File: config.mk
export PLATFORM = sky130hd
export DESIGN_NAME = pbus_target
export DESIGN_NICKNAME = d
export VERILOG_FILES = /design/src/rtl/pbus_target_pkg.sv /design/src/rtl/pbus_target_ctrl.sv /design/src/rtl/pbus_target_dp.sv /design/src/rtl/pbus_target.sv
export SDC_FILE = /design/constraint.sdc
export NUM_CORES = 1
export LEC_CHECK = 0
export BUFFER_PORTS_ARGS = -buffer_cell sky130_fd_sc_hd__clkbuf_2
export CORE_MARGIN = 2
export CORE_UTILIZATION = 40
export DETAILED_ROUTE_END_ITERATION = 10
export GPL_ROUTABILITY_DRIVEN = 0
export MAX_ROUTING_LAYER = met4
export SYNTH_ARGS = -nofsm -noshare
export SYNTH_HDL_FRONTEND = slang
export SYNTH_SLANG_ARGS = --single-unit
File: constraint.sdc
create_clock -name busClk -period 2.1 [get_ports busClk]
set_clock_uncertainty 0.1 [all_clocks]
set_input_delay 0.525 -clock busClk [delete_from_list [all_inputs] [get_ports busClk]]
set_output_delay 0.525 -clock busClk [all_outputs]
set_load 0.01 [all_outputs]
File: src/rtl/pbus_target_pkg.sv
package pbus_target_pkg;

  // Per-edge commands from control to datapath.
  typedef struct packed {
    logic loadAddr;        // shift an address byte in
    logic addrDone;        // last address byte of the group
    logic wrByte;          // write data byte sampled
    logic commitWrite;     // fourth write byte sampled
    logic rdByte;          // read data byte consumed by host
    logic rdFirst;         // first byte of a read word (prefetch trigger)
    logic rdLast;          // last byte of a read word
    logic capture;         // memRdData is valid at this edge
    logic captureToShift;  // captured word goes straight to the output shifter
  } strobes_t;

endpackage

File: src/rtl/pbus_target_ctrl.sv
module pbus_target_ctrl
  import pbus_target_pkg::*;
#(
  parameter int WORD_BYTES = 4,
  parameter int ADDR_BYTES = 2
) (
  input  logic     clk,
  input  logic     rstN,
  input  logic     addrSel,
  input  logic     dataSel,
  input  logic     wrEn,
  output strobes_t stb,
  output logic     memWr,
  output logic     memRd
);
  localparam int CNT_W  = (WORD_BYTES > 1) ? $clog2(WORD_BYTES) : 1;
  localparam int AIDX_W = (ADDR_BYTES > 1) ? $clog2(ADDR_BYTES) : 1;

  logic [CNT_W-1:0]  byteCnt;
  logic [AIDX_W-1:0] addrIdx;
  logic              toShiftQ;

  logic addrCyc, dataCyc, lastByte, addrLast;
  logic wrByte, rdByte;

  always_comb begin
    addrCyc  = addrSel;
    dataCyc  = dataSel & ~addrSel;
    lastByte = (byteCnt == CNT_W'(WORD_BYTES - 1));
    addrLast = (addrIdx == AIDX_W'(ADDR_BYTES - 1));
    wrByte   = dataCyc & wrEn;
    rdByte   = dataCyc & ~wrEn;

    stb.loadAddr       = addrCyc;
    stb.addrDone       = addrCyc & addrLast;
    stb.wrByte         = wrByte;
    stb.commitWrite    = wrByte & lastByte;
    stb.rdByte         = rdByte;
    stb.rdFirst        = rdByte & (byteCnt == '0);
    stb.rdLast         = rdByte & lastByte;
    stb.capture        = memRd;
    stb.captureToShift = toShiftQ;
  end

  always_ff @(negedge clk or negedge rstN) begin
    if (!rstN) begin
      byteCnt  <= '0;
      addrIdx  <= '0;
      memWr    <= 1'b0;
      memRd    <= 1'b0;
      toShiftQ <= 1'b0;
    end else begin
      if (addrCyc) begin
        addrIdx <= addrLast ? '0 : addrIdx + 1'b1;
        byteCnt <= '0;
      end else if (dataCyc) begin
        byteCnt <= byteCnt + 1'b1;
      end
      memWr    <= wrByte & lastByte;
      memRd    <= (addrCyc & addrLast) | (rdByte & (byteCnt == '0));
      toShiftQ <= addrCyc & addrLast;
    end
  end

  // An idle bus cycle leaves the byte position untouched.
  assert_idle_keeps_count_R10: assert property (@(negedge clk) disable iff (!rstN)
    (!addrSel && !dataSel) |=> $stable(byteCnt));

  // The write strobe never lasts beyond one cycle.
  assert_write_pulse_R3: assert property (@(negedge clk) disable iff (!rstN)
    memWr |=> !memWr);

  // Read and write strobes are exclusive.
  assert_strobe_exclusive_R11: assert property (@(negedge clk) disable iff (!rstN)
    !(memWr && memRd));

endmodule

File: src/rtl/pbus_target_dp.sv
module pbus_target_dp
  import pbus_target_pkg::*;
#(
  parameter int BYTE_W     = 8,
  parameter int ADDR_W     = 16,
  parameter int WORD_BYTES = 4
) (
  input  logic                          clk,
  input  logic                          rstN,
  input  strobes_t                      stb,
  input  logic [BYTE_W-1:0]             din,
  input  logic [BYTE_W*WORD_BYTES-1:0]  memRdData,
  output logic [BYTE_W-1:0]             dout,
  output logic [ADDR_W-1:0]             memAddr,
  output logic [BYTE_W*WORD_BYTES-1:0]  memWrData
);
  localparam int WORD_W = BYTE_W * WORD_BYTES;
  localparam int ACC_W  = WORD_W - BYTE_W;

  logic [ADDR_W-1:0] wordAddr;
  logic [ADDR_W-1:0] assembled;
  logic [ACC_W-1:0]  wrAcc;
  logic [WORD_W-1:0] rdShift;
  logic [WORD_W-1:0] nextWord;

  assign assembled = {wordAddr[ADDR_W-BYTE_W-1:0], din};
  assign dout      = rdShift[WORD_W-1 -: BYTE_W];

  // Word address: loaded byte by byte, stepped at the end of each word.
  always_ff @(negedge clk or negedge rstN) begin
    if (!rstN) begin
      wordAddr <= '0;
    end else if (stb.loadAddr) begin
      wordAddr <= assembled;
    end else if (stb.commitWrite || stb.rdLast) begin
      wordAddr <= wordAddr + 1'b1;
    end
  end

  // Address presented with each internal strobe.
  always_ff @(negedge clk or negedge rstN) begin
    if (!rstN) begin
      memAddr <= '0;
    end else if (stb.addrDone) begin
      memAddr <= assembled;
    end else if (stb.commitWrite) begin
      memAddr <= wordAddr;
    end else if (stb.rdFirst) begin
      memAddr <= wordAddr + 1'b1;
    end
  end

  // Write assembly, most significant byte first.
  always_ff @(negedge clk or negedge rstN) begin
    if (!rstN) begin
      wrAcc     <= '0;
      memWrData <= '0;
    end else begin
      if (stb.wrByte)      wrAcc     <= (wrAcc << BYTE_W) | ACC_W'(din);
      if (stb.commitWrite) memWrData <= {wrAcc, din};
    end
  end

  // Read side: output shifter plus one prefetched word.
  always_ff @(negedge clk or negedge rstN) begin
    if (!rstN) begin
      rdShift  <= '0;
      nextWord <= '0;
    end else begin
      if (stb.capture && stb.captureToShift) begin
        rdShift <= memRdData;
      end else if (stb.rdLast) begin
        rdShift <= nextWord;
      end else if (stb.rdByte) begin
        rdShift <= rdShift << BYTE_W;
      end
      if (stb.capture && !stb.captureToShift) nextWord <= memRdData;
    end
  end

  // A fresh read result and a host byte never meet on one edge.
  assert_no_early_read_R5: assert property (@(negedge clk) disable iff (!rstN)
    (stb.capture && stb.captureToShift) |-> !stb.rdByte);

endmodule

File: src/rtl/pbus_target.sv
module pbus_target #(
  parameter int BYTE_W     = 8,
  parameter int ADDR_W     = 16,
  parameter int WORD_BYTES = 4
) (
  input  logic                         busClk,
  input  logic                         rstN,
  input  logic                         busAddrSel,
  input  logic                         busDataSel,
  input  logic                         busWrEn,
  input  logic [BYTE_W-1:0]            busDataIn,
  output logic [BYTE_W-1:0]            busDataOut,
  output logic                         busDataOe,
  output logic [ADDR_W-1:0]            memAddr,
  output logic [BYTE_W*WORD_BYTES-1:0] memWrData,
  output logic                         memWr,
  output logic                         memRd,
  input  logic [BYTE_W*WORD_BYTES-1:0] memRdData
);
  localparam int ADDR_BYTES = ADDR_W / BYTE_W;

  pbus_target_pkg::strobes_t stb;

  assign busDataOe = busDataSel & ~busWrEn & ~busAddrSel;

  pbus_target_ctrl #(
    .WORD_BYTES(WORD_BYTES),
    .ADDR_BYTES(ADDR_BYTES)
  ) uCtrl (
    .clk    (busClk),
    .rstN   (rstN),
    .addrSel(busAddrSel),
    .dataSel(busDataSel),
    .wrEn   (busWrEn),
    .stb    (stb),
    .memWr  (memWr),
    .memRd  (memRd)
  );

  pbus_target_dp #(
    .BYTE_W    (BYTE_W),
    .ADDR_W    (ADDR_W),
    .WORD_BYTES(WORD_BYTES)
  ) uDp (
    .clk      (busClk),
    .rstN     (rstN),
    .stb      (stb),
    .din      (busDataIn),
    .memRdData(memRdData),
    .dout     (busDataOut),
    .memAddr  (memAddr),
    .memWrData(memWrData)
  );

  // A write strobe always follows a sampled write data byte.
  assert_write_source_R3: assert property (@(negedge busClk) disable iff (!rstN)
    memWr |-> $past(busDataSel && busWrEn && !busAddrSel));

  // A read strobe follows an address byte or a read data byte.
  assert_read_source_R4: assert property (@(negedge busClk) disable iff (!rstN)
    memRd |-> $past(busAddrSel || (busDataSel && !busWrEn)));

  // The target never drives while the host sends an address.
  assert_release_on_address_R6: assert property (@(negedge busClk) disable iff (!rstN)
    busAddrSel |-> !busDataOe);

endmodule

==> run_results.csv <==
group,metric,value,unit
logic_synthesis,synth_ff_type,"dfrtn_1",
floorplanning,fp.dieH,139,um
setup_path,crit_path_start_kind,"flop",
setup_path,worstPathCellList,"clkbuf_2",
logic_synthesis,netlist_instances,719,
setup_path,crit_family,"flip-flops",
sta,setup_viol,180,
logic_synthesis,synth_xor_area_share,2.53,%
setup_path,worstSetupPathType,"reg2out",
grt,grt_max_degree,65,
clock_tree,cts_hold_buf,0,
pwr,powerDensity,1060,nW/um^2
placement,post-place-ws,-0.886,ns
floorplanning,core_area,17900,um^2
logic_synthesis,synthSimpleGateAreaFrac,16.4,%
route,ant_nets,0,
route,wirelength,22.4,mm
logic_synthesis,synthTopCellsByCount,"185 x nand2_1, 158 x dfrtn_1, 76 x o21ai_0",
logic_synthesis,synth_top_family_by_area,"simple AND/OR/NAND/NOR gates",
clock_tree,numClockSinks,158,
grt,grt_pass1_wl,35.2,mm
grt,grtUsageTotal,23.6,%
clock_tree,clockRootBuffer,"clkbuf_16",
sta,slew_headroom,70.9,%
clock_tree,h-tree-depth,4,
logic_synthesis,synth-adder-area-share,0.516,%
clock_tree,clk_pin_slew,0.05,ns
route,drt_iter0_drc,371,
logic_synthesis,synth_top_cell_area_share,54.3,%
clock_tree,cts_max_path_buffers,2,
setup_path,rrSetupSlack,-0.01,ns
grt,grt_pass1_vias,6544,
sta,worstMarginPinSlew,0.437,ns
final_layout,fin_area,11300,um^2
sta,rsz0062_at_grt,"true",
outcome,outcome,"finished, violations left",
setup_path,worst_ep_required_time,1.47,ns
setup_path,cp.arrival,2.08,ns
clock_tree,clock_latency,0.40,ns
logic_synthesis,ys_seq_area_share,54.3,%
sta,setup_tns,-72.68,ns
placement,io_buffers,103,
logic_synthesis,synth_edf_count,0,
sta,hold_violations,0,
route,via_count,6349,
pwr,leakage,5.25,nW
final_layout,antenna_cells,0,
floorplanning,rows,49,
clock_tree,cts-buffers-inserted,17,
final_layout,drive_gt1_share,54.2,%
worst_hold_path,hp-class,"reg2reg",
placement,dp_hpwl,12.6,mm
logic_synthesis,syn_nets,767,
logic_synthesis,yosys.area.top_type,"dfrtn_1",
placement,dpl_cell_area,8630,um^2
pwr,ir_worst_vdd,0.726,mV
setup_path,critPathMaxStageDelay,0.47,ns
route,wl_per_cell,19.0,um
route,drc,0,
sta,finalWorstSetupSlack,-0.602,ns
logic_synthesis,ys_warn_count,0,
logic_synthesis,muxShareOfSynthArea,12.5,%
logic_synthesis,yosysUniqueCellTypes,48,
route,vias_per_cell,5.39,
floorplanning,dieArea,19300,um^2
setup_path,worstPathMaxFanout,2,
setup_path,end_kind,"output pin",
job,drv_cap,0,
sta,report.final.slew_viol_count,0,
route,firstDrtPassIters,5,
logic_synthesis,synth_area_leaders,"dfrtn_1 54%, nand2_1 9.5%, mux2_2 8.7%",
grt,grt_remaining_overflow,0,
floorplanning,start_util,40.6,%
setup_path,critPathSlowestCell,"dfrtn_1",
floorplanning,ios,104,
logic_synthesis,ys_async_sr_fraction,100,%
grt,antenna_found_initial,0,
outcome,violations,"setup timing",
logic_synthesis,synth_most_common_cell,"nand2_1",
logic_synthesis,synth_seq_cells,158,
logic_synthesis,syn_area_per_cell,10.1,um^2
clock_tree,cts_tree,"yes",
final_layout,syn2layout_area_growth,55.0,%
logic_synthesis,synthesis.area,7280,um^2
logic_synthesis,synth_compound_area_share,8.89,%
final_layout,final_nets,985,
setup_path,critical_path_buf_inv_count,1,
floorplanning,die_w,139,um
layout make-up:
class | count | area [um^2]
Sequential cell | 158 | 3950
Multi-Input combinational cell | 490 | 3940
Inverter | 12 | 55.1
Clock buffer | 19 | 443
Clock inverter | 12 | 184
Timing Repair Buffer | 258 | 2410
Fill cell | 1385 | 6620
Tap cell | 229 | 287
power breakdown:
| part | leakage, nW | internal, mW | switching, mW |
|---|---|---|---|
| combinational | 3.01 | 2.04 | 1.64 |
| clock | 0.289 | 2.03 | 1.29 |
| sequential | 1.95 | 4.18 | 0.806 |
final timing paths:
check | startpoint | to | cells after the start
setup / recovery | uDp.memAddr[11]$_DFFE_NN0P_ | memAddr[11] | 1
min in group asynchronous | rstN | uDp.wrAcc[23]$_DFFE_NN0P_ | 2
hold reg to reg | uDp.memWrData[11]$_DFFE_NN0P_ | uDp.memWrData[11]$_DFFE_NN0P_ | 2
setup reg to reg | uCtrl.byteCnt[0]$_DFFE_NN0P_ | uDp.memAddr[9]$_DFFE_NN0P_ | 7
max in group asynchronous | rstN | uDp.rdShift[5]$_DFFE_NN0P_ | 2
hold / removal | uDp.memWrData[11]$_DFFE_NN0P_ | uDp.memWrData[11]$_DFFE_NN0P_ | 2
per-stage QoR:
stage	hold WS, ns	util (%)	power (mW)	std cells
CTS	0.330	60.3	11.6	1164
finish	0.323	63.0	12.0	1178
detailed placement	0.322	48.2	7.62	1061
floorplan	0.285	-	6.48	719
global route	0.353	63.0	12.6	1178
global placement	0.311	48.2	7.49	1061
registers in the layout, summed over array words and instances, names as in the netlist:
register / count
uDp.memWrData: 32
uDp.nextWord: 32
uDp.rdShift: 32
uDp.wrAcc: 24
uDp.memAddr: 16
uDp.wordAddr: 16
uCtrl.byteCnt: 2
uCtrl.addrIdx: 1
uCtrl.memRd: 1
uCtrl.memWr: 1
uCtrl.toShiftQ: 1
logic make-up (layout without fill, tap and decap cells):
kind of cell,Yosys count,after routing
multiplexers,84,84
flip-flops,158,158
XOR/XNOR,21,21
adder cells (fa/ha/maj),3,3
AO/OA/AOI/OAI,115,115
AND/OR/NAND/NOR,266,267
buffers and inverters,72,301
routing by layer:
metal | up-vias | wire, um | GRT usage, % | share of wire, %
met5 | - | 0 | - | 0
met4 | 0 | 468 | 7.87 | 2.1
met3 | 35 | 1150 | 4.49 | 5.1
met2 | 190 | 11300 | 38.1 | 51
met1 | 3232 | 9450 | 30.2 | 42
li1 | 2892 | - | - | -
layout by cell type (no fill, tap or decap), types with 5 or more instances in the layout:
| master | instances |
|---|---|
| a21oi_2 | 7 |
| a31oi_1 | 5 |
| and3_4 | 8 |
| buf_12 | 27 |
| buf_2 | 48 |
| buf_4 | 80 |
| buf_6 | 42 |
| buf_8 | 12 |
| clkbuf_16 | 21 |
| clkbuf_2 | 42 |
| clkinvlp_4 | 5 |
| dfrtn_1 | 158 |
| inv_1 | 9 |
| mux2_2 | 32 |
| mux2_4 | 24 |
| mux2i_1 | 27 |
| nand2_1 | 113 |
| nand2_2 | 47 |
| nand2_4 | 25 |
| nand3_1 | 7 |
| nand4_1 | 8 |
| nor2_1 | 8 |
| o211ai_1 | 5 |
| o21ai_1 | 47 |
| o21ai_2 | 24 |
| xnor2_1 | 9 |
| xor2_1 | 6 |
repair_timing:
item,in CTS,in global routing
pin swaps,89,85
cloned,16,3
buffers inserted,57,32
setup endpoints to repair,181,183
gates resized for setup,201,214
Power figures use the tool's default switching activity.
